--- src/rtl/memspace_sel.sv ---
module memspace_sel #(
  parameter int NB = 8
) (
  input  logic          clk,
  input  logic          rst_n,
  input  logic          psen_n,
  input  logic          rd_n,
  input  logic          wr_n,
  input  logic [NB-1:0] eprom_hit,
  input  logic [NB-1:0] eprom_in_data,
  input  logic          sram_hit,
  input  logic          io_hit,
  input  logic          cfg_cs,
  input  logic          cfg_we,
  input  logic [7:0]    cfg_wdata,
  output logic [7:0]    cfg_rdata,
  output logic [NB-1:0] eprom_sel_n,
  output logic          sram_sel_n,
  output logic          io_sel_n
);

  logic pio_q, rd_eprom_q, psen_dat_q;

  always_ff @(posedge clk or negedge rst_n) begin
    if (!rst_n) begin
      pio_q      <= 1'b0;
      rd_eprom_q <= 1'b0;
      psen_dat_q <= 1'b0;
    end else if (cfg_cs && cfg_we) begin
      pio_q      <= cfg_wdata[7];
      rd_eprom_q <= cfg_wdata[1];
      psen_dat_q <= cfg_wdata[0];
    end
  end

  assign cfg_rdata = {pio_q, 5'b0, rd_eprom_q, psen_dat_q};

  logic psen, rd, wr;
  assign psen = ~psen_n;
  assign rd   = ~rd_n;
  assign wr   = ~wr_n;

  logic prog_strobe, data_strobe;
  assign prog_strobe = psen | (rd_eprom_q & rd);
  assign data_strobe = rd | wr | (psen_dat_q & psen);

  for (genvar i = 0; i < NB; i++) begin : g_blk
    assign eprom_sel_n[i] = ~(eprom_hit[i] & (eprom_in_data[i] ? rd : prog_strobe));
  end

  assign sram_sel_n = ~(sram_hit & data_strobe);
  assign io_sel_n   = ~(io_hit & data_strobe);

endmodule


--- config.mk ---
export PLATFORM = sky130hd
export DESIGN_NAME = memspace_sel
export DESIGN_NICKNAME = d
export VERILOG_FILES = /design/src/rtl/memspace_sel.sv
export SDC_FILE = /design/constraint.sdc
export NUM_CORES = 1
export LEC_CHECK = 0
export CAP_MARGIN = 20
export CORE_AREA = 2 2 44 46
export CTS_CLUSTER_DIAMETER = 120
export DETAILED_ROUTE_END_ITERATION = 16
export DIE_AREA = 0 0 46 48
export PLACE_DENSITY = 0.74
export SETUP_SLACK_MARGIN = 0.5
export SYNTH_ARGS = -nofsm -noshare
export SYNTH_HDL_FRONTEND = slang
export SYNTH_SLANG_ARGS = --single-unit
--- constraint.sdc ---
create_clock -name clk -period 1.05 [get_ports clk]
set_input_delay 0.21 -clock clk [delete_from_list [all_inputs] [get_ports clk]]
set_output_delay 0.21 -clock clk [all_outputs]
set_load 0.05 [all_outputs]
==> run_summary.xml <==
<?xml version="1.0" encoding="UTF-8"?>
<metrics>
  <group name="clocking">
    <metric name="worst_setup_hold_path_clk_slew" unit="ns">0.04</metric>
    <metric name="clock_sink_count" unit="">3</metric>
    <metric name="numCtsBuffers" unit="">3</metric>
    <metric name="clock_tree.root_cell" unit="">sky130_fd_sc_hd__clkbuf_4</metric>
    <metric name="clock_tree.htree_level_count" unit="">1</metric>
    <metric name="cts_tree" unit="">yes</metric>
    <metric name="cts.path.max_buffers" unit="">2</metric>
    <metric name="worstSkewPairLatency" unit="ns">0.23</metric>
  </group>
  <group name="logic_synthesis">
    <metric name="syn_area_per_cell" unit="um2">8.54</metric>
    <metric name="synth.yosys.warnings" unit="">0</metric>
    <metric name="synth.area.mux_share" unit="%">8.60</metric>
    <metric name="yosys.area_share.simple" unit="%">11.1</metric>
    <metric name="post_synth_instance_area" unit="um2">393</metric>
    <metric name="sequential_area_share_after_synthesis" unit="%">19.1</metric>
    <metric name="synth_adder_area_share" unit="%">0</metric>
    <metric name="synth-compound-area-share" unit="%">40.8</metric>
    <metric name="synth_top_family_by_area" unit="">compound AO/OA/AOI/OAI gates</metric>
    <metric name="synth_xor_area_share" unit="%">0</metric>
    <metric name="syn_inst" unit="">46</metric>
    <metric name="yosys_register_bits" unit="">3</metric>
    <metric name="synth.lib_cells_used.distinct" unit="">12</metric>
  </group>
  <group name="global_routing">
    <metric name="first_global_vias" unit="">483</metric>
    <metric name="wire_length_of_the_first_global_routing_pass" unit="um">2020</metric>
    <metric name="globalRoute.totalOverflow" unit="">0</metric>
    <metric name="antenna_found_initial" unit="">0</metric>
    <metric name="track_usage" unit="%">12.7</metric>
    <metric name="grt_start_max_net_pins" unit="">10</metric>
  </group>
  <group name="sta">
    <metric name="setup-violations-final" unit="">13</metric>
    <metric name="final_period_minus_worst_setup_slack" unit="ns">1.46</metric>
    <metric name="final_min_period_over_clock_period" unit="%">139</metric>
    <metric name="fin_worst_skew" unit="ns">0</metric>
    <metric name="hold_viol" unit="">0</metric>
    <metric name="maxClockFrequency" unit="MHz">687</metric>
    <metric name="slew_violations" unit="">0</metric>
    <metric name="setup_repair_after_global_routing_missed_its_margin" unit="">true</metric>
    <metric name="fin_ws" unit="ns">-0.405</metric>
  </group>
  <group name="worst_setup_path">
    <metric name="critical_path.endpoint_type" unit="">output port</metric>
    <metric name="critical_path.max_stage_delay" unit="ns">0.49</metric>
    <metric name="critical_path.slowest_cell" unit="">sky130_fd_sc_hd__dfrtp_2</metric>
    <metric name="reg2regPathDepth" unit="">2</metric>
    <metric name="path_cells" unit="">o21ba_4 &gt; o21ai_4 &gt; buf_12</metric>
    <metric name="timing.critical_path.fanout_max" unit="">9</metric>
    <metric name="crit_arrival" unit="ns">1.25</metric>
    <metric name="startpoint_type" unit="">flop</metric>
    <metric name="critical_path_cell_count" unit="">3</metric>
    <metric name="critPathTopFamily" unit="">flip-flops</metric>
    <metric name="cp.required" unit="ns">0.84</metric>
    <metric name="setup.worst_path.class" unit="">flop to output port</metric>
    <metric name="critical_path_buf_inv_count" unit="">1</metric>
  </group>
  <group name="layout">
    <metric name="nNetsFinal" unit="">125</metric>
    <metric name="layout.cells.non_filler" unit="">108</metric>
    <metric name="diodes" unit="">0</metric>
    <metric name="flow.area_growth_from_synthesis" unit="%">188</metric>
    <metric name="final_util" unit="%">66.9</metric>
    <metric name="final_layout_size_suffix_gt1_share" unit="%">52.7</metric>
    <metric name="final_common_cell" unit="">sky130_fd_sc_hd__clkdlybuf4s50_1</metric>
    <metric name="most_frequent_cells_in_the_layout" unit="">sky130_fd_sc_hd__clkdlybuf4s50_1 (22), sky130_fd_sc_hd__buf_12 (14), sky130_fd_sc_hd__o21ai_4 (9), sky130_fd_sc_hd__o21ba_4 (8), sky130_fd_sc_hd__nor2_1 (8)</metric>
    <metric name="filler_cell_count" unit="">126</metric>
  </group>
  <group name="power_and_ir_drop">
    <metric name="combinationalPowerShare" unit="%">67.2</metric>
    <metric name="power.sequential.fraction" unit="%">14.7</metric>
    <metric name="vdd.ir_drop.worst" unit="mV">0.693</metric>
    <metric name="leakage" unit="nW">0.471</metric>
    <metric name="switching_share_of_power" unit="%">40.1</metric>
    <metric name="power_report.internal_total" unit="W">0.000696</metric>
    <metric name="net-switching-power" unit="W">0.000465</metric>
    <metric name="clock_power_share" unit="%">18.2</metric>
    <metric name="p_per_area" unit="nW/um2">1030</metric>
  </group>
  <group name="floorplan">
    <metric name="design.die.area" unit="um2">2210</metric>
    <metric name="initial_utilization" unit="%">23.3</metric>
    <metric name="core_area" unit="um2">1690</metric>
    <metric name="floorplan.io_pins" unit="">51</metric>
    <metric name="chipHeight" unit="um">48</metric>
    <metric name="std_cell_rows" unit="">15</metric>
    <metric name="fp.dieW" unit="um">46</metric>
  </group>
  <group name="place">
    <metric name="dp_hpwl" unit="um">1120</metric>
    <metric name="gp_congestion" unit="">0.621</metric>
    <metric name="buffers_added_on_ports" unit="">40</metric>
    <metric name="place.detailed.instances" unit="">102</metric>
  </group>
  <group name="worst_hold_path">
    <metric name="hold_class" unit="">input port to async pin</metric>
  </group>
  <group name="routing">
    <metric name="drt_pass1_iterations" unit="">4</metric>
    <metric name="post_dr_wirelength_cell" unit="um">12.6</metric>
    <metric name="initial_drt_markers" unit="">11</metric>
    <metric name="route.antenna.remaining_nets" unit="">0</metric>
    <metric name="via_per_inst" unit="">4.56</metric>
    <metric name="routed_wl" unit="um">1370</metric>
    <metric name="vias" unit="">492</metric>
    <metric name="drt_drc_violations_left" unit="">0</metric>
  </group>
  <group name="outcome">
    <metric name="status" unit="">complete, but fails checks</metric>
    <metric name="failed_checks" unit="">negative setup slack</metric>
  </group>
  <group name="flow_run">
    <metric name="drv.max_cap_violation_count" unit="">0</metric>
  </group>
</metrics>
## registers in the layout (all words and copies together), names as in the netlist
name	count
psen_dat_q	1
pio_q	1
rd_eprom_q	1
## cell families after synthesis
family                 Yosys count
AOI/OAI and AO/OA               18
buffers and inverters           10
DFF                              3
muxes                            3
other                            1
and+or+nand+nor                 11
## repair_timing
action | in CTS | in global routing
hold buffers | 0 | 0
endpoints found under the setup margin | 16 | 16
pin swaps | 3 | 0
resized for setup | 10 | 1
setup buffers | 1 | 1
## worst paths after layout
kind                                        to        from  slack, ns
worst min register to register           pio_q       pio_q       0.70
max in group asynchronous           rd_eprom_q       rst_n       0.71
worst max-delay path            eprom_sel_n[2]  rd_eprom_q      -0.41
worst min-delay path                     pio_q       rst_n       0.17
worst max register to register      rd_eprom_q  rd_eprom_q          0
min in group clk                    psen_dat_q      cfg_cs       0.50
## power groups by stage
stage / clock (W) / sequential (W) / combinational [W]
final: 0.000211 / 0.000170 / 0.000780
after CTS: 0.000209 / 0.000168 / 0.000771
after detailed placement: 0 / 0.000167 / 0.000758
after floorplan: 0 / 0.000146 / 0.000456
after global placement: 0 / 0.000166 / 0.000749
after global routing: 0.000224 / 0.000173 / 0.000809
## metrics by stage
step / setup TNS [ns] / power [W] / worst slack [ns] / instance area (um2) / hold WS (ns)
3_3_place_gp: -4.75 / 0.000916 / -0.449 / 1080 / 0.399
6_report: -3.91 / 0.00116 / -0.405 / 1130 / 0.167
5_1_grt: -4.42 / 0.00121 / -0.457 / 1130 / 0.174
3_5_place_dp: -4.96 / 0.000925 / -0.473 / 1080 / 0.402
2_1_floorplan: -1.53 / 0.000602 / -0.173 / 558 / -0.0856
4_1_cts: -3.89 / 0.00115 / -0.405 / 1120 / 0.154
## cell usage after synthesis
master	number	area share [%]
sky130_fd_sc_hd__buf_4	8	15
sky130_fd_sc_hd__nor2_1	8	7.6
sky130_fd_sc_hd__o21ai_2	8	18
sky130_fd_sc_hd__o21ba_1	8	20
sky130_fd_sc_hd__dfrtp_1	3	19
sky130_fd_sc_hd__mux2_2	3	8.6
sky130_fd_sc_hd__nand2_1	2	1.9
sky130_fd_sc_hd__o21ai_0	2	2.5
sky130_fd_sc_hd__buf_2	1	1.3
sky130_fd_sc_hd__buf_6	1	2.9
sky130_fd_sc_hd__conb_1	1	0.95
sky130_fd_sc_hd__nor2b_1	1	1.6
## cell type report
| type | instances | area [um2] | area share (%) |
|---|---|---|---|
| flip-flops and latches | 3 | 76.3 | 6.76 |
| multi-input cells | 37 | 402 | 35.5 |
| well taps | 17 | 21.3 | 1.88 |
| repair buffers | 47 | 604 | 53.5 |
| clock buffers | 4 | 26.3 | 2.33 |
## metal layers
| metal | routed length (um) | global-route usage, % |
|---|---|---|
| met5 | 0 | 0 |
| met4 | 0 | 3.43 |
| met3 | 100 | 1.89 |
| met2 | 762 | 23.3 |
| met1 | 503 | 15.3 |
Note: power is estimated with default switching activity, not from simulation.
